--- src/rtl/clone_pkg.sv ---
package clone_pkg;
    localparam int ID_HI_W   = 12;
    localparam int HI_IN_W   = 16;
    localparam int ID_LO_W   = 32;
    localparam int WORD_W    = 32;
    localparam int ADDR_W    = 3;
    localparam int NUM_WR    = 4;
    localparam int IDX_W     = $clog2(NUM_WR);
    localparam int HALF_W    = ID_LO_W / 2;
    localparam logic [7:0]        PREAMBLE = 8'h1D;
    localparam logic [WORD_W-1:0] CFG_WORD = 32'h0010_7060;

    typedef enum logic [2:0] {
        ST_IDLE,
        ST_REJECT,
        ST_REQ,
        ST_WAIT,
        ST_FIN
    } ctrl_state_t;
endpackage

--- src/rtl/pair_expander.sv ---
module pair_expander #(
    parameter int N = 16
) (
    input  logic [N-1:0]   bits_i,
    output logic [2*N-1:0] pairs_o
);
    for (genvar g = 0; g < N; g++) begin : g_pair
        assign pairs_o[2*g+1] = bits_i[g];
        assign pairs_o[2*g]   = ~bits_i[g];
    end
endmodule

--- src/rtl/clone_word_builder.sv ---
module clone_word_builder
    import clone_pkg::*;
(
    input  logic [ID_HI_W-1:0] hi_i,
    input  logic [ID_LO_W-1:0] lo_i,
    input  logic [IDX_W-1:0]   idx_i,
    output logic [WORD_W-1:0]  word_o,
    output logic [ADDR_W-1:0]  addr_o
);
    logic [2*ID_HI_W-1:0] hi_pairs;
    logic [2*HALF_W-1:0]  up_pairs;
    logic [2*HALF_W-1:0]  dn_pairs;

    pair_expander #(.N(ID_HI_W)) u_hi (
        .bits_i (hi_i),
        .pairs_o(hi_pairs)
    );
    pair_expander #(.N(HALF_W)) u_up (
        .bits_i (lo_i[ID_LO_W-1:HALF_W]),
        .pairs_o(up_pairs)
    );
    pair_expander #(.N(HALF_W)) u_dn (
        .bits_i (lo_i[HALF_W-1:0]),
        .pairs_o(dn_pairs)
    );

    always_comb begin
        unique case (idx_i)
            2'd0: begin
                word_o = {PREAMBLE, hi_pairs};
                addr_o = 3'd1;
            end
            2'd1: begin
                word_o = up_pairs;
                addr_o = 3'd2;
            end
            2'd2: begin
                word_o = dn_pairs;
                addr_o = 3'd3;
            end
            default: begin
                word_o = CFG_WORD;
                addr_o = 3'd0;
            end
        endcase
    end
endmodule

--- src/rtl/clone_ctrl_fsm.sv ---
module clone_ctrl_fsm
    import clone_pkg::*;
(
    input  logic             clk,
    input  logic             rst_n,
    input  logic             start_i,
    input  logic             id_bad_i,
    input  logic             wr_ack_i,
    input  logic             wr_done_i,
    output logic             load_o,
    output logic [IDX_W-1:0] idx_o,
    output logic             wr_req_o,
    output logic             err_o,
    output logic             done_o
);
    localparam logic [IDX_W-1:0] LAST_IDX = IDX_W'(NUM_WR - 1);

    ctrl_state_t state, state_nx;
    logic [IDX_W-1:0] idx_q;

    always_comb begin
        state_nx = state;
        unique case (state)
            ST_IDLE:   if (start_i) state_nx = id_bad_i ? ST_REJECT : ST_REQ;
            ST_REJECT: state_nx = ST_IDLE;
            ST_REQ:    if (wr_ack_i) state_nx = ST_WAIT;
            ST_WAIT:   if (wr_done_i) state_nx = (idx_q == LAST_IDX) ? ST_FIN : ST_REQ;
            ST_FIN:    state_nx = ST_IDLE;
            default:   state_nx = ST_IDLE;
        endcase
    end

    always_ff @(posedge clk) begin
        if (!rst_n) begin
            state <= ST_IDLE;
            idx_q <= '0;
        end else begin
            state <= state_nx;
            if (state == ST_IDLE && start_i)
                idx_q <= '0;
            else if (state == ST_WAIT && wr_done_i && idx_q != LAST_IDX)
                idx_q <= idx_q + 1'b1;
        end
    end

    always_comb begin
        load_o   = (state == ST_IDLE) && start_i && !id_bad_i;
        wr_req_o = (state == ST_REQ);
        err_o    = (state == ST_REJECT);
        done_o   = (state == ST_FIN);
        idx_o    = idx_q;
    end


    done_single_chk: assert property (@(posedge clk) disable iff (!rst_n)
        done_o |=> !done_o);

    err_no_req_chk: assert property (@(posedge clk) disable iff (!rst_n)
        err_o |=> (!wr_req_o && !err_o));

    req_after_done_chk: assert property (@(posedge clk) disable iff (!rst_n)
        $rose(wr_req_o) && !$past(start_i) |-> $past(wr_done_i));
endmodule

--- src/rtl/clone_prog_ctrl.sv ---
module clone_prog_ctrl
    import clone_pkg::*;
(
    input  logic               clk,
    input  logic               rst_n,
    input  logic               start_i,
    input  logic [HI_IN_W-1:0] id_hi_i,
    input  logic [ID_LO_W-1:0] id_lo_i,
    input  logic               wr_ack_i,
    input  logic               wr_done_i,
    output logic               wr_req_o,
    output logic [WORD_W-1:0]  wr_data_o,
    output logic [ADDR_W-1:0]  wr_addr_o,
    output logic               err_o,
    output logic               done_o
);
    logic               id_bad;
    logic               load;
    logic [IDX_W-1:0]   idx;
    logic [ID_HI_W-1:0] hi_q;
    logic [ID_LO_W-1:0] lo_q;

    assign id_bad = (id_hi_i >> ID_HI_W) != '0;

    always_ff @(posedge clk) begin
        if (!rst_n) begin
            hi_q <= '0;
            lo_q <= '0;
        end else if (load) begin
            hi_q <= id_hi_i[ID_HI_W-1:0];
            lo_q <= id_lo_i;
        end
    end

    clone_ctrl_fsm u_fsm (
        .clk      (clk),
        .rst_n    (rst_n),
        .start_i  (start_i),
        .id_bad_i (id_bad),
        .wr_ack_i (wr_ack_i),
        .wr_done_i(wr_done_i),
        .load_o   (load),
        .idx_o    (idx),
        .wr_req_o (wr_req_o),
        .err_o    (err_o),
        .done_o   (done_o)
    );

    clone_word_builder u_build (
        .hi_i  (hi_q),
        .lo_i  (lo_q),
        .idx_i (idx),
        .word_o(wr_data_o),
        .addr_o(wr_addr_o)
    );


    req_hold_chk: assert property (@(posedge clk) disable iff (!rst_n)
        (wr_req_o && !wr_ack_i) |=> (wr_req_o && $stable(wr_data_o) && $stable(wr_addr_o)));

    last_is_cfg_chk: assert property (@(posedge clk) disable iff (!rst_n)
        done_o |-> ($past(wr_addr_o) == 3'd0 && $past(wr_data_o) == CFG_WORD));
endmodule

--- config.mk ---
export PLATFORM = sky130hd
export DESIGN_NAME = clone_prog_ctrl
export DESIGN_NICKNAME = d
export VERILOG_FILES = /design/src/rtl/clone_pkg.sv /design/src/rtl/pair_expander.sv /design/src/rtl/clone_word_builder.sv /design/src/rtl/clone_ctrl_fsm.sv /design/src/rtl/clone_prog_ctrl.sv
export SDC_FILE = /design/constraint.sdc
export NUM_CORES = 1
export LEC_CHECK = 0
export BUFFER_PORTS_ARGS = -buffer_cell sky130_fd_sc_hd__buf_2
export CAP_MARGIN = 20
export CORE_UTILIZATION = 45
export CTS_CLUSTER_DIAMETER = 40
export DETAILED_ROUTE_END_ITERATION = 10
export PLACE_DENSITY = 0.71
export SYNTH_ARGS = -nofsm -noshare
export SYNTH_HDL_FRONTEND = slang
export SYNTH_HIERARCHICAL = 1
export SYNTH_SLANG_ARGS = --single-unit
--- constraint.sdc ---
create_clock -name clk -period 3.3 [get_ports clk]
set_input_delay 0.99 -clock clk [delete_from_list [all_inputs] [get_ports clk]]
set_output_delay 0.99 -clock clk [all_outputs]
set_load 0.02 [all_outputs]
Word level (Yosys, flattened, before mapping)
Index checks and enable logic that the tools add are counted.
{ "totals": {"register_bits": 49, "inputBits": 53, "out_inout_bits": 38, "elab_cells": 79} }
{ "classes": {"add_sub_neg": 1, "eq_ne": 11, "n_mux": 8, "bitwise_logic": 45, "n_reduce_logical": 10} }
{ "ops": {"columns": ["operator", "n"], "rows": [
  ["case mux 32 bit (3 select lines)", 1],
  ["inverter 1 bit", 45],
  ["nonzero test 16 bit", 1],
  ["two-way mux 3 bit", 4],
  ["case mux 3 bit (3 select lines)", 1],
  ["!= test 2 bit (second input constant)", 4],
  ["== test 3 x 2 -> 1 bit (second input constant)", 2],
  ["case mux 2 bit (3 select lines)", 1],
  ["== test 2 bit (second input constant)", 2],
  ["logical AND 1 bit", 4],
  ["== test 3 x 1 -> 1 bit (second input constant)", 1],
  ["== test 3 bit (second input constant)", 1],
  ["zero test 3 bit", 1],
  ["AND reduction 3 bit", 1],
  ["adder 2 x 1 -> 2 bit (second input constant)", 1],
  ["== test 2 x 1 -> 1 bit (second input constant)", 1],
  ["zero test 2 bit", 1],
  ["two-way mux 2 bit", 1],
  ["OR reduction 2 bit", 1],
  ["zero test 1 bit", 1]
]} }

Logic depth before layout (Yosys ltp)
{ "logic_depth": {"depth_word": 4, "mapped_depth": 7, "depth_no_buf": 5} }

Hierarchy
The synthesis kept the hierarchy.
{ "by_module_without_submodules": {"columns": ["mod", "instances", "cells_per_inst", "area_per_inst_um2", "seq_area_each_um2"], "rows": [
  ["clone_prog_ctrl", 1, 142, 1710.4, 880.8],
  ["clone_word_builder", 1, 92, 601.8, 0.0],
  ["pair_expander (u_build.u_dn ...)", 2, 32, 180.2, 0.0],
  ["clone_ctrl_fsm", 1, 33, 309.0, 100.1],
  ["pair_expander (u_build.u_hi)", 1, 24, 135.1, 0.0]
]} }

Least setup slack after synthesis
Ideal clock, no wire load.
{ "synth_timing": {"kind": "input to register", "start": "input id_hi_i[13]", "end": "register hi_q[0]", "setup_time_ns": 0.116, "arrival_ns": 2.478, "required_time_ns": 3.184, "slack_ns": 0.706, "cell_stages": 7, "path_buffers": 2, "cell_sequence": "or4_1 nand2b_1 nor4_1 buf_6 buf_12 mux2i_1 nor2b_1"} }
{ "synth_between": {"elab_chain_cells": 3} }
{ "synth_lines": {"columns": ["element", "line", "text"], "rows": [
  ["start: declaration", "clone_prog_ctrl.sv:7", "input logic [HI_IN_W-1:0] id_hi_i,"],
  ["nonzero test 16 bit", "clone_prog_ctrl.sv:23", "assign id_bad = (id_hi_i >> ID_HI_W) != '0;"],
  ["zero test 1 bit", "clone_ctrl_fsm.sv:47", "load_o = (state == ST_IDLE) && start_i && !id_bad_i;"],
  ["logical AND 1 bit", "clone_ctrl_fsm.sv:47", null],
  ["named net load", "clone_prog_ctrl.sv:18", "logic load;"],
  ["end signal: assignment", "clone_prog_ctrl.sv:30", "hi_q <= id_hi_i[ID_HI_W-1:0];"],
  ["end: declaration", "clone_prog_ctrl.sv:20", "logic [ID_HI_W-1:0] hi_q;"]
]} }
The timed path passes the listed nets, and every way through them passes these cells.
A chain may end at the register's enable or synchronous reset.

Worst setup path after layout
{ "layout_timing": {"start": "register u_fsm.idx_q[0] (netlist: u_fsm/idx_o[0])", "end": "output wr_data_o[22]"} }
{ "layout_between": {"elab_chain_cells": 2} }
{ "layout_lines": {"columns": ["element", "line", "text"], "rows": [
  ["start: declaration", "clone_ctrl_fsm.sv:19", "logic [IDX_W-1:0] idx_q;"],
  ["start signal: assignment", "clone_ctrl_fsm.sv:42", "idx_q <= idx_q + 1'b1;"],
  ["== test 2 bit (tied with other cells)", "clone_word_builder.sv:28", "unique case (idx_i)"],
  ["case mux 32 bit (3 select lines) (*)", "clone_word_builder.sv:28", null],
  ["end: declaration", "clone_prog_ctrl.sv:12", "output logic [WORD_W-1:0] wr_data_o,"]
]} }
Mark *: on every way between the ends. The rest lies on a longest branch, timed or not.

==> out/qor.yml <==
ant_nets: 0
worstSetupPathType: "reg -> out"
ys_ff_latch: 49
critPathLaunch: "u_fsm/idx_o[0]"
layout-drive-gt1-share_pct: 27.6
tritoncts: "done"
dp.cells: 456
gp_congestion: 0.772
grt_max_degree: 48
htree_num_levels: 2
synth_nets: 414
grt_pass1_wl_mm: 10.4
dp_hpwl_mm: 4.44
synthCells: 355
power.total_mw: 1.05
hold_viol: 0
fin_crit_ns: 2.98
cts_buffer_depth: 2
antenna_found_initial: 0
drt-total-wl_mm: 6.51
r2r-start: "u_fsm/state[0]"
routedWlPerCell_um: 14.0
clock_tree.root_cell: "clkbuf_8"
tightest_slew_ns: 0.669
layout_commonest_cell: "buf_2"
path_clk_slew_ns: 0.08
setup_viol: 0
yosysSeqAreaShare_pct: 31.5
die_area_um2: 7260
nets: 446
route.detailed.drc: 0
ff2ff_path_depth: 4
synth_cell_types: 34
tns_ns: 0
endpoint: "wr_data_o[22]"
startpoint_type: "flop"
yosysWarnings: 6
cp.required_ns: 2.31
clkSinkCount: 49
arrival_ns: 1.99
ios: 91
cp_max_fo: 21
num_vias: 2394
start_util_pct: 47.7
r2r_setup_slack_ns: 1.71
vias_per_cell: 5.16
fin_util_pct: 50.2
final_cells: 464
irDropWorstVdd_mv: 0.149
grt_pass1_vias: 2181
critPathCaptureType: "output pin"
syn2layout_area_growth_pct: 5.30
port_buffers: 89
drv_cap: 0
relSlewSlack_pct: 55.4
insertedDiodeCount: 0
num_rows: 29
fmax_mhz: 336
core-area_um2: 6530
grt.total_usage_pct: 18.0
r2r-end: "lo_q[21]"
leakage_nw: 1.30
final_cell_mix: "89 x buf_2, 49 x dfxtp_1, 47 x inv_1"
die_x_um: 85.2
drv_slew: 0
clk-insertion-delay-late_ns: 0.30
outcome: "finished, final reports clean"
first_pass_iters: 5
power_density_nw_per_um2: 319
fin_skew_ns: 0.00555
period_share_pct: 90.3
gr-total-overflow: 0
postCtsHoldBufs: 0
rsz0062_at_grt: "false"
drtIter0Drc: 176
die_h_um: 85.2
avgSynthCellArea_um2: 8.78
hold_class: "reg -> reg"
syn_area_um2: 3120
numCtsBuffers: 5
worst min path at each step:
stage / start / end / slack (ns) / cells after the start
after global routing: lo_q[20] / lo_q[20] / 0.56 / 2
final: hi_q[0] / hi_q[0] / 0.54 / 2
after global placement: lo_q[26] / lo_q[26] / 0.52 / 2
after floorplan: hi_q[0] / hi_q[0] / 0.51 / 2
after CTS: hi_q[0] / hi_q[0] / 0.55 / 2
after detailed placement: hi_q[2] / hi_q[2] / 0.53 / 2
power breakdown:
part	total (mW)	switching [mW]	internal, mW
clock	0.353	0.187	0.167
combinational	0.0886	0.0406	0.0480
sequential	0.606	0.00783	0.598
registers in the layout, summed over array words and instances (netlist names):
register,cells
hi_q,12
lo_q,32
u_fsm/idx_o,2
u_fsm/state,3
synth_stat cells (all sizes together):
cell type / instances / area, um^2
nand2: 6 / 22.5
o21ai: 3 / 15.0
buf: 60 / 507
and4b: 1 / 10.0
dfxtp: 49 / 981
a221oi: 4 / 35.0
o41ai: 1 / 8.76
and3: 1 / 7.51
clkbuf: 8 / 30.0
and2: 1 / 6.26
nor3b: 2 / 15.0
inv: 47 / 176
nand4b: 1 / 23.8
nor2b: 45 / 282
or2: 1 / 6.26
or3b: 1 / 8.76
a222oi: 18 / 180
mux2i: 44 / 440
or4: 1 / 7.51
or3: 1 / 6.26
nor3: 1 / 5.00
nor4: 1 / 6.26
ha: 6 / 75.1
nand2b: 2 / 12.5
o21ba: 1 / 10.0
conb: 1 / 3.75
a22oi: 10 / 75.1
and2b: 1 / 8.76
nor2: 27 / 101
a21oi: 9 / 45.0
nand3: 1 / 5.00
final cells by class:
class / count / area [um^2]
fill: 635 / 3250
multi-input combinational: 191 / 1430
sequential: 49 / 981
timing repair buffer: 93 / 508
inverter: 47 / 176
tap: 77 / 96.3
clock buffer: 7 / 86.3
kinds of logic (layout without fill, tap and decap cells):
| kind of cell | count (synthesis) | in the layout | synth area share, % |
|---|---|---|---|
| compound gates | 46 | 46 | 11.8 |
| flops | 49 | 49 | 31.5 |
| buf+inv | 115 | 147 | 22.9 |
| mux | 44 | 44 | 14.1 |
| fa+ha+maj | 6 | 6 | 2.41 |
| other cells | 1 | 1 | 0.120 |
| simple gates | 94 | 94 | 17.1 |
layer usage:
metal	up-vias	share of wire [%]	track usage, %
met5	-	0	0
met4	0	0.83	5.08
met3	4	4.9	3.31
met2	86	47	29.5
met1	1106	47	24.3
li1	1198	-	-
metrics by stage:
stage                     instance area, um^2  worst slack (ns)  hold slack, ns
after floorplan                          3120             0.706           0.506
after global routing                     3280             0.165           0.564
after detailed placement                 3160             0.280           0.535
after CTS                                3250            0.0336           0.547
after global placement                   3160             0.408           0.523
final                                    3280             0.320           0.540
critical path, cell delays in order (launching register included):
cell	delay (ns)
dfxtp_1	0.44
inv_1	0.12
ha_1	0.37
buf_16	0.23
a222oi_1	0.29
nor2_1	0.07
buf_2	0.17
timing repair:
item,CTS,global route
gates resized for setup,1,1
endpoints found under the setup margin,9,1
endpoints found under the hold margin,0,0
buffers inserted,0,0
pin swaps,0,0
Note: power is estimated with default switching activity, not from simulation.
